**config.mk**
```make
export PLATFORM = sky130hd
export DESIGN_NAME = td_result_eval
export DESIGN_NICKNAME = d
export VERILOG_FILES = /design/src/rtl/td_eval_pkg.sv /design/src/rtl/td_token_decode.sv /design/src/rtl/td_outcome_eval.sv /design/src/rtl/td_result_reg.sv /design/src/rtl/td_result_eval.sv
export SDC_FILE = /design/constraint.sdc
export NUM_CORES = 1
export LEC_CHECK = 0
export BUFFER_PORTS_ARGS = -buffer_cell sky130_fd_sc_hd__buf_2
export CORE_UTILIZATION = 54
export DETAILED_ROUTE_END_ITERATION = 16
export PLACE_DENSITY = 0.89
export SLEW_MARGIN = 40
export SYNTH_ARGS = -nofsm -noshare
export SYNTH_HDL_FRONTEND = slang
export SYNTH_SLANG_ARGS = --single-unit
```
**constraint.sdc**
```tcl
create_clock -name clk -period 2.55 [get_ports clk]
set_clock_uncertainty 0.15 [all_clocks]
set_input_delay 0.6375 -clock clk [delete_from_list [all_inputs] [get_ports clk]]
set_output_delay 0.6375 -clock clk [all_outputs]
set_load 0.01 [all_outputs]
```
**src/rtl/td_eval_pkg.sv**
```systemverilog
package td_eval_pkg;

  // control word bit positions
  localparam int CB_SPD    = 29;
  localparam int CB_ERR_HI = 28;
  localparam int CB_ERR_LO = 27;
  localparam int CB_ISO    = 25;
  localparam int CB_IOC    = 24;
  localparam int CB_ACT    = 23;
  localparam int CB_STL    = 22;
  localparam int CB_BAB    = 20;
  localparam int CB_NAK    = 19;
  localparam int CB_TMO    = 18;

  // token layout
  localparam int TK_ADDR_LSB = 8;
  localparam int TK_EP_LSB   = 15;
  localparam int TK_LEN_LSB  = 21;

  // packet identifiers, packed so a generate loop can walk them
  localparam logic [7:0] PID_SETUP = 8'h2D;
  localparam logic [7:0] PID_IN    = 8'h69;
  localparam logic [7:0] PID_OUT   = 8'hE1;
  localparam int         NUM_PIDS  = 3;
  localparam logic [8*NUM_PIDS-1:0] PID_LIST = {PID_OUT, PID_IN, PID_SETUP};

  // device outcome codes
  localparam logic [2:0] OC_ACK    = 3'd0;
  localparam logic [2:0] OC_NAK    = 3'd1;
  localparam logic [2:0] OC_STALL  = 3'd2;
  localparam logic [2:0] OC_NORESP = 3'd3;
  localparam logic [2:0] OC_PEND   = 3'd4;

  typedef enum logic [1:0] {
    RES_ADVANCE = 2'd0,
    RES_LEAVE   = 2'd1,
    RES_ABORT   = 2'd2,
    RES_PENDING = 2'd3
  } td_result_e;

endpackage

```
**src/rtl/td_token_decode.sv**
```systemverilog
module td_token_decode
  import td_eval_pkg::*;
#(
  parameter int LEN_W = 11
) (
  input  logic [31:0]      token_i,
  output logic [7:0]       pid_o,
  output logic [6:0]       addr_o,
  output logic [3:0]       ep_o,
  output logic [LEN_W-1:0] max_len_o,
  output logic             is_setup_o,
  output logic             is_in_o,
  output logic             pid_ok_o
);

  logic [NUM_PIDS-1:0] hit;
  logic [LEN_W-1:0]    len_field;
  logic                unused_tok;

  assign pid_o     = token_i[7:0];
  assign addr_o    = token_i[TK_ADDR_LSB +: 7];
  assign ep_o      = token_i[TK_EP_LSB +: 4];
  assign len_field = token_i[TK_LEN_LSB +: LEN_W];
  assign unused_tok = ^token_i[TK_LEN_LSB-1:TK_EP_LSB+4];

  // the length field holds (maximum - 1); adding one wraps inside LEN_W
  function automatic logic [LEN_W-1:0] field_to_max(input logic [LEN_W-1:0] f);
    return f + LEN_W'(1);
  endfunction

  assign max_len_o = field_to_max(len_field);

  for (genvar i = 0; i < NUM_PIDS; i++) begin : g_pid_match
    assign hit[i] = (token_i[7:0] == PID_LIST[i*8 +: 8]);
  end

  assign is_setup_o = hit[0];
  assign is_in_o    = hit[1];
  assign pid_ok_o   = |hit;

endmodule

```
**src/rtl/td_outcome_eval.sv**
```systemverilog
module td_outcome_eval
  import td_eval_pkg::*;
#(
  parameter int LEN_W = 11
) (
  input  logic [31:0]      ctrl_i,
  input  logic [2:0]       outcome_i,
  input  logic [LEN_W:0]   count_i,
  input  logic [LEN_W-1:0] max_len_i,
  input  logic             is_setup_i,
  input  logic             is_in_i,
  input  logic             pid_ok_i,
  output logic [31:0]      ctrl_o,
  output logic [1:0]       cause_o,
  output td_result_e       res_o,
  output logic             proc_err_o,
  output logic             usb_err_o,
  output logic             ev_badpid_o,
  output logic             ev_babble_o,
  output logic             ev_short_o,
  output logic             ev_retire_o
);

  logic             overrun;
  logic [LEN_W-1:0] eff_len;

  // length written back is one less than the bytes moved, modulo the field
  function automatic logic [LEN_W-1:0] len_code(input logic [LEN_W-1:0] n);
    return n - LEN_W'(1);
  endfunction

  // error countdown: returns {retired, new count}
  function automatic logic [2:0] err_step(input logic [1:0] cnt);
    logic [1:0] nxt;
    nxt = (cnt == 2'd0) ? 2'd0 : cnt - 2'd1;
    return {(cnt == 2'd1), nxt};
  endfunction

  always_comb begin
    if (is_in_i) begin
      overrun = (count_i > {1'b0, max_len_i});
      eff_len = overrun ? max_len_i : count_i[LEN_W-1:0];
    end else begin
      overrun = 1'b0;
      eff_len = max_len_i;
    end
  end

  always_comb begin
    logic       do_timeout;
    logic [2:0] step;

    ctrl_o      = ctrl_i;
    cause_o     = {1'b0, ctrl_i[CB_IOC]};
    res_o       = RES_LEAVE;
    proc_err_o  = 1'b0;
    usb_err_o   = 1'b0;
    ev_badpid_o = 1'b0;
    ev_babble_o = 1'b0;
    ev_short_o  = 1'b0;
    ev_retire_o = 1'b0;
    do_timeout  = 1'b0;
    step        = '0;

    if (!ctrl_i[CB_ACT]) begin
      res_o = RES_LEAVE;
    end else if (!pid_ok_i) begin
      ev_badpid_o = 1'b1;
      proc_err_o  = 1'b1;
      res_o       = RES_ABORT;
    end else if (outcome_i == OC_PEND) begin
      res_o = RES_PENDING;
    end else begin
      if (ctrl_i[CB_ISO]) begin
        ctrl_o[CB_ACT] = 1'b0;
      end
      unique case (outcome_i)
        OC_ACK: begin
          if (overrun) begin
            ev_babble_o    = 1'b1;
            ctrl_o[CB_BAB] = 1'b1;
            ctrl_o[CB_STL] = 1'b1;
            ctrl_o[CB_ACT] = 1'b0;
            res_o          = RES_ABORT;
          end else begin
            ctrl_o[LEN_W-1:0] = len_code(eff_len);
            ctrl_o[CB_ACT]    = 1'b0;
            ctrl_o[CB_NAK]    = 1'b0;
            if (is_in_i && ctrl_i[CB_SPD] && (eff_len < max_len_i)) begin
              ev_short_o = 1'b1;
              cause_o[1] = 1'b1;
              res_o      = RES_LEAVE;
            end else begin
              res_o = RES_ADVANCE;
            end
          end
        end
        OC_NAK: begin
          ctrl_o[CB_NAK] = 1'b1;
          do_timeout     = is_setup_i;
        end
        OC_STALL: begin
          ctrl_o[CB_STL] = 1'b1;
          ctrl_o[CB_ACT] = 1'b0;
        end
        default: begin
          do_timeout = 1'b1;
        end
      endcase

      if (do_timeout) begin
        step = err_step(ctrl_i[CB_ERR_HI:CB_ERR_LO]);
        ctrl_o[CB_TMO]               = 1'b1;
        ctrl_o[CB_ERR_HI:CB_ERR_LO]  = step[1:0];
        if (step[2]) begin
          ev_retire_o    = 1'b1;
          ctrl_o[CB_ACT] = 1'b0;
          usb_err_o      = 1'b1;
        end
      end
    end
  end

endmodule

```
**src/rtl/td_result_reg.sv**
```systemverilog
module td_result_reg #(
  parameter int DATA_W = 8
) (
  input  logic              clk,
  input  logic              rst_n,
  input  logic              load_i,
  input  logic [DATA_W-1:0] d_i,
  output logic              valid_o,
  output logic [DATA_W-1:0] q_o
);

  always_ff @(posedge clk or negedge rst_n) begin
    if (!rst_n) begin
      valid_o <= 1'b0;
      q_o     <= '0;
    end else begin
      valid_o <= load_i;
      if (load_i) begin
        q_o <= d_i;
      end
    end
  end

endmodule

```
**src/rtl/td_result_eval.sv**
```systemverilog
module td_result_eval
  import td_eval_pkg::*;
#(
  parameter int LEN_W = 11
) (
  input  logic             clk,
  input  logic             rst_n,
  input  logic             start,
  input  logic [31:0]      ctrl_in,
  input  logic [31:0]      token_in,
  input  logic [2:0]       outcome,
  input  logic [LEN_W:0]   rx_count,
  output logic             done,
  output logic [31:0]      ctrl_out,
  output logic [1:0]       int_cause,
  output logic [1:0]       result,
  output logic             proc_err,
  output logic             usb_err,
  output logic [7:0]       pid,
  output logic [6:0]       dev_addr,
  output logic [3:0]       endpoint,
  output logic [LEN_W-1:0] max_len
);

  localparam int PACK_W = 32 + 2 + 2 + 1 + 1 + 8 + 7 + 4 + LEN_W;

  logic [7:0]       dec_pid;
  logic [6:0]       dec_addr;
  logic [3:0]       dec_ep;
  logic [LEN_W-1:0] dec_max;
  logic             dec_setup;
  logic             dec_in;
  logic             dec_ok;

  logic [31:0]      nx_ctrl;
  logic [1:0]       nx_cause;
  td_result_e       nx_res;
  logic             nx_perr;
  logic             nx_uerr;

  // internal events, brought out for the checker
  logic             ev_badpid;
  logic             ev_babble;
  logic             ev_short;
  logic             ev_retire;

  logic [PACK_W-1:0] pack_d;
  logic [PACK_W-1:0] pack_q;

  td_token_decode #(.LEN_W(LEN_W)) u_dec (
    .token_i    (token_in),
    .pid_o      (dec_pid),
    .addr_o     (dec_addr),
    .ep_o       (dec_ep),
    .max_len_o  (dec_max),
    .is_setup_o (dec_setup),
    .is_in_o    (dec_in),
    .pid_ok_o   (dec_ok)
  );

  td_outcome_eval #(.LEN_W(LEN_W)) u_eval (
    .ctrl_i      (ctrl_in),
    .outcome_i   (outcome),
    .count_i     (rx_count),
    .max_len_i   (dec_max),
    .is_setup_i  (dec_setup),
    .is_in_i     (dec_in),
    .pid_ok_i    (dec_ok),
    .ctrl_o      (nx_ctrl),
    .cause_o     (nx_cause),
    .res_o       (nx_res),
    .proc_err_o  (nx_perr),
    .usb_err_o   (nx_uerr),
    .ev_badpid_o (ev_badpid),
    .ev_babble_o (ev_babble),
    .ev_short_o  (ev_short),
    .ev_retire_o (ev_retire)
  );

  assign pack_d = {nx_ctrl, nx_cause, nx_res, nx_perr, nx_uerr,
                   dec_pid, dec_addr, dec_ep, dec_max};

  td_result_reg #(.DATA_W(PACK_W)) u_reg (
    .clk     (clk),
    .rst_n   (rst_n),
    .load_i  (start),
    .d_i     (pack_d),
    .valid_o (done),
    .q_o     (pack_q)
  );

  assign {ctrl_out, int_cause, result, proc_err, usb_err,
          pid, dev_addr, endpoint, max_len} = pack_q;

endmodule

```
==> flow_metrics.py <==
metrics = {
    "sta": {
        "rsz0062_at_grt": "true",
        "relSlewSlack": 0.523,
        "max_clock_freq_mhz": 217,
        "hold-worst-slack_ns": 0.115,
        "hold_viol": 0,
        "finalSetupViolCount": 17,
        "worstMarginPinSlew_ns": 0.714,
        "post-route-min-period_ns": 4.61,
        "finalWorstSetupSlack_ns": -2.06,
        "finalCritPeriodShare": 1.81,
        "final-max-slew-violation-count": 0,
    },
    "die": {
        "core_sq_um": 7290,
        "pin_count": 151,
        "die_h_microns": 88.9,
        "die_width_microns": 88.9,
        "initial_core_util": 0.559,
        "dieArea_sq_um": 7900,
        "fp-row-count": 31,
    },
    "power_and_ir_drop": {
        "p_int_mw": 2.21,
        "p_per_area_nw_per_um2": 495,
        "pwr-share-comb": 0.298,
        "power_leakage_nw": 3.17,
        "switching_share": 0.321,
        "p_sw_mw": 1.04,
        "power_mw": 3.25,
        "ir_drop_uv": 498,
        "pwr-share-clk": 0.319,
        "p_seq_frac": 0.383,
    },
    "cts": {
        "insertion_delay_ns": 0.36,
        "tritoncts": "done",
        "cts_root_buf": "clkbuf_8",
        "htreeDepth": 3,
        "cts_hold_buf": 0,
        "ctsLongestPathBuffers": 2,
        "numCtsBuffers": 9,
        "clk_pin_slew_ns": 0.08,
        "clock_sinks": 68,
    },
    "drt": {
        "wl_per_cell_microns": 25.9,
        "antenna_left": 0,
        "routed_wl_mm": 19.9,
        "num_vias": 5263,
        "drt_iter0_drc": 798,
        "dr.pass1.iters": 6,
        "drc": 0,
        "avgViaCountPerCell": 6.84,
    },
    "critical_path": {
        "cp.required_ns": 2.68,
        "reg2reg_depth": 2,
        "path_depth": 20,
        "max_stage_delay_ns": 0.31,
        "path_cells": "buf_8 > ha_4 > nand3_4 > xor2_4 > ha_4 > o211ai_1 > o22ai_2 > nor4b_2 > maj3_2 > o221a_4 > o21a_4 > buf_6 > mux2i_1 > ha_1 > a221oi_2 > nor2_1 > a211oi_2 > o211a_1 > buf_4 > a31o_1",
        "slowest_stage": "ha_1",
        "cp_top_family": "compound AO/OA/AOI/OAI gates",
        "cp.arrival_ns": 4.75,
        "crit_buf_inv": 3,
        "start_kind": "input pin",
        "end_kind": "flop",
        "cpMostUsedCell": "ha_4",
        "crit_type": "in2reg",
        "cp_max_fo": 6,
    },
    "global_route": {
        "grt_max_degree": 46,
        "grt_pass1_wl_mm": 25.3,
        "grt_pass1_vias": 4883,
        "grt.overflow.total": 0,
        "gr-usage-all-layers": 0.441,
        "antenna_found_initial": 2,
    },
    "yosys": {
        "synthCells": 399,
        "async_reset_ff_frac": 1.00,
        "netlist_area_sq_um": 4080,
        "ys_warn_count": 0,
        "synth.ff_latch_count": 68,
        "syn_nets": 499,
        "synth_edf_count": 0,
        "synth_cell_types": 68,
        "synth_area_per_cell_sq_um": 10.2,
        "synthFlopType": "dfrtp_1",
        "synth.yosys.seq_area_share": 0.417,
    },
    "final_layout": {
        "layout_common_cells": "buf_2 (142), buf_4 (104), dfrtp_1 (68)",
        "layout_commonest_cell": "buf_2",
        "drive_gt1_frac": 0.588,
        "syn_to_final_growth_pct": 61.2,
        "final_net_count": 762,
    },
    "run_status": {
        "outcome": "finished, violations left",
        "violations": "setup timing",
    },
    "placed_design": {
        "numPortBuffers": 148,
        "place_congestion": 0.909,
        "hpwl_mm": 9.48,
    },
    "hold_path": {
        "hp-class": "in2async",
    },
    "flow_run": {
        "drv_cap": 0,
    },
}
[metrics by stage]
step           instance area (sq um)  instances  setup slack (ns)  setup TNS (ns)   util
6_report                        6570        769             -2.06          -22.92  0.901
5_1_grt                         6560        766             -2.29          -24.72  0.900
4_1_cts                         6310        763             -1.62          -23.76  0.866
3_5_place_dp                    5670        725             -2.14          -25.47  0.778
3_3_place_gp                    5670        725             -1.98          -22.51  0.778
2_1_floorplan                   4170        399             -1.91          -19.39      -
[power groups by stage]
| stage | clock (mW) | sequential [mW] | combinational, mW |
|---|---|---|---|
| 2_1_floorplan | 0 | 1.30 | 0.309 |
| 3_3_place_gp | 0 | 1.24 | 0.714 |
| 3_5_place_dp | 0 | 1.25 | 0.749 |
| 4_1_cts | 1.02 | 1.23 | 0.844 |
| 5_1_grt | 1.08 | 1.25 | 1.02 |
| 6_report | 1.04 | 1.25 | 0.969 |
[area by class of cell]
cell class	count	area [sq um]
repair buffers	269	1780
inverters	23	86.3
multi-input cells	291	2650
clock inverters	6	87.6
fillers	305	721
clock buffers	10	138
flip-flops and latches	68	1700
diodes	3	7.51
well taps	99	124
[worst register-to-register path: stages, from the launching register on]
cell     delay (ns)
dfrtp_1        0.43
nor2b_1        0.16
a31o_1         0.25
[cell families (layout without fill, tap and decap cells)]
| group | after synthesis | after routing | synth area share |
|---|---|---|---|
| and+or+nand+nor | 127 | 127 | 0.159 |
| AOI/OAI and AO/OA | 72 | 73 | 0.127 |
| DFF | 68 | 68 | 0.417 |
| muxes | 51 | 51 | 0.143 |
| buffers and inverters | 41 | 308 | 0.0445 |
| adders and majority gates | 20 | 20 | 0.0604 |
| xor gates and xnor gates | 20 | 20 | 0.0497 |
| other | 0 | 3 | 0 |
[metal layers]
metal  vias to the layer above  track usage  part of all wire
met3                       260        0.174              0.13
li1                       1976            -                 -
met1                      2378        0.472              0.31
met5                         -       0.0455            0.0017
met2                       647        0.699              0.45
met4                         2        0.334              0.11
[flip-flops by register name, summed over array words and instances, names as in the netlist]
register       count
u_reg.q_o         67
u_reg.valid_o      1
[worst paths after layout]
path	startpoint	end	slack, ns
setup / recovery	token_in[22]	u_reg.q_o[35]$_DFFE_PN0P_	-2.06
hold / removal	rst_n	u_reg.q_o[53]$_DFFE_PN0P_	0.11
setup reg to reg	u_reg.q_o[35]$_DFFE_PN0P_	u_reg.q_o[35]$_DFFE_PN0P_	1.45
hold reg to reg	u_reg.q_o[47]$_DFFE_PN0P_	u_reg.q_o[47]$_DFFE_PN0P_	0.36
max in group asynchronous	rst_n	u_reg.q_o[1]$_DFFE_PN0P_	1.46
min in group clk	token_in[9]	u_reg.q_o[16]$_DFFE_PN0P_	0.35
[cell usage after synthesis, types with 7 or more instances]
master | number | share of area
nand4_1 | 7 | 0.011
nor3_1 | 8 | 0.0098
nand3_1 | 16 | 0.020
mux2i_1 | 9 | 0.022
nand2_1 | 21 | 0.019
xor2_1 | 11 | 0.024
ha_1 | 18 | 0.055
clkbuf_1 | 8 | 0.0074
and3_1 | 10 | 0.015
mux2_2 | 37 | 0.10
nor2_1 | 37 | 0.034
xnor2_1 | 7 | 0.015
a21oi_1 | 22 | 0.027
dfrtp_1 | 68 | 0.42
inv_1 | 21 | 0.019
[repair_timing]
item / CTS / global route
setup buffers: 22 / 13
pin swaps: 32 / 26
gates resized for setup: 52 / 48
gates cloned: 1 / 1
hold endpoints to repair: 0 / 0
endpoints found under the setup margin: 17 / 21
No activity file was read; power rests on OpenSTA's default activity.
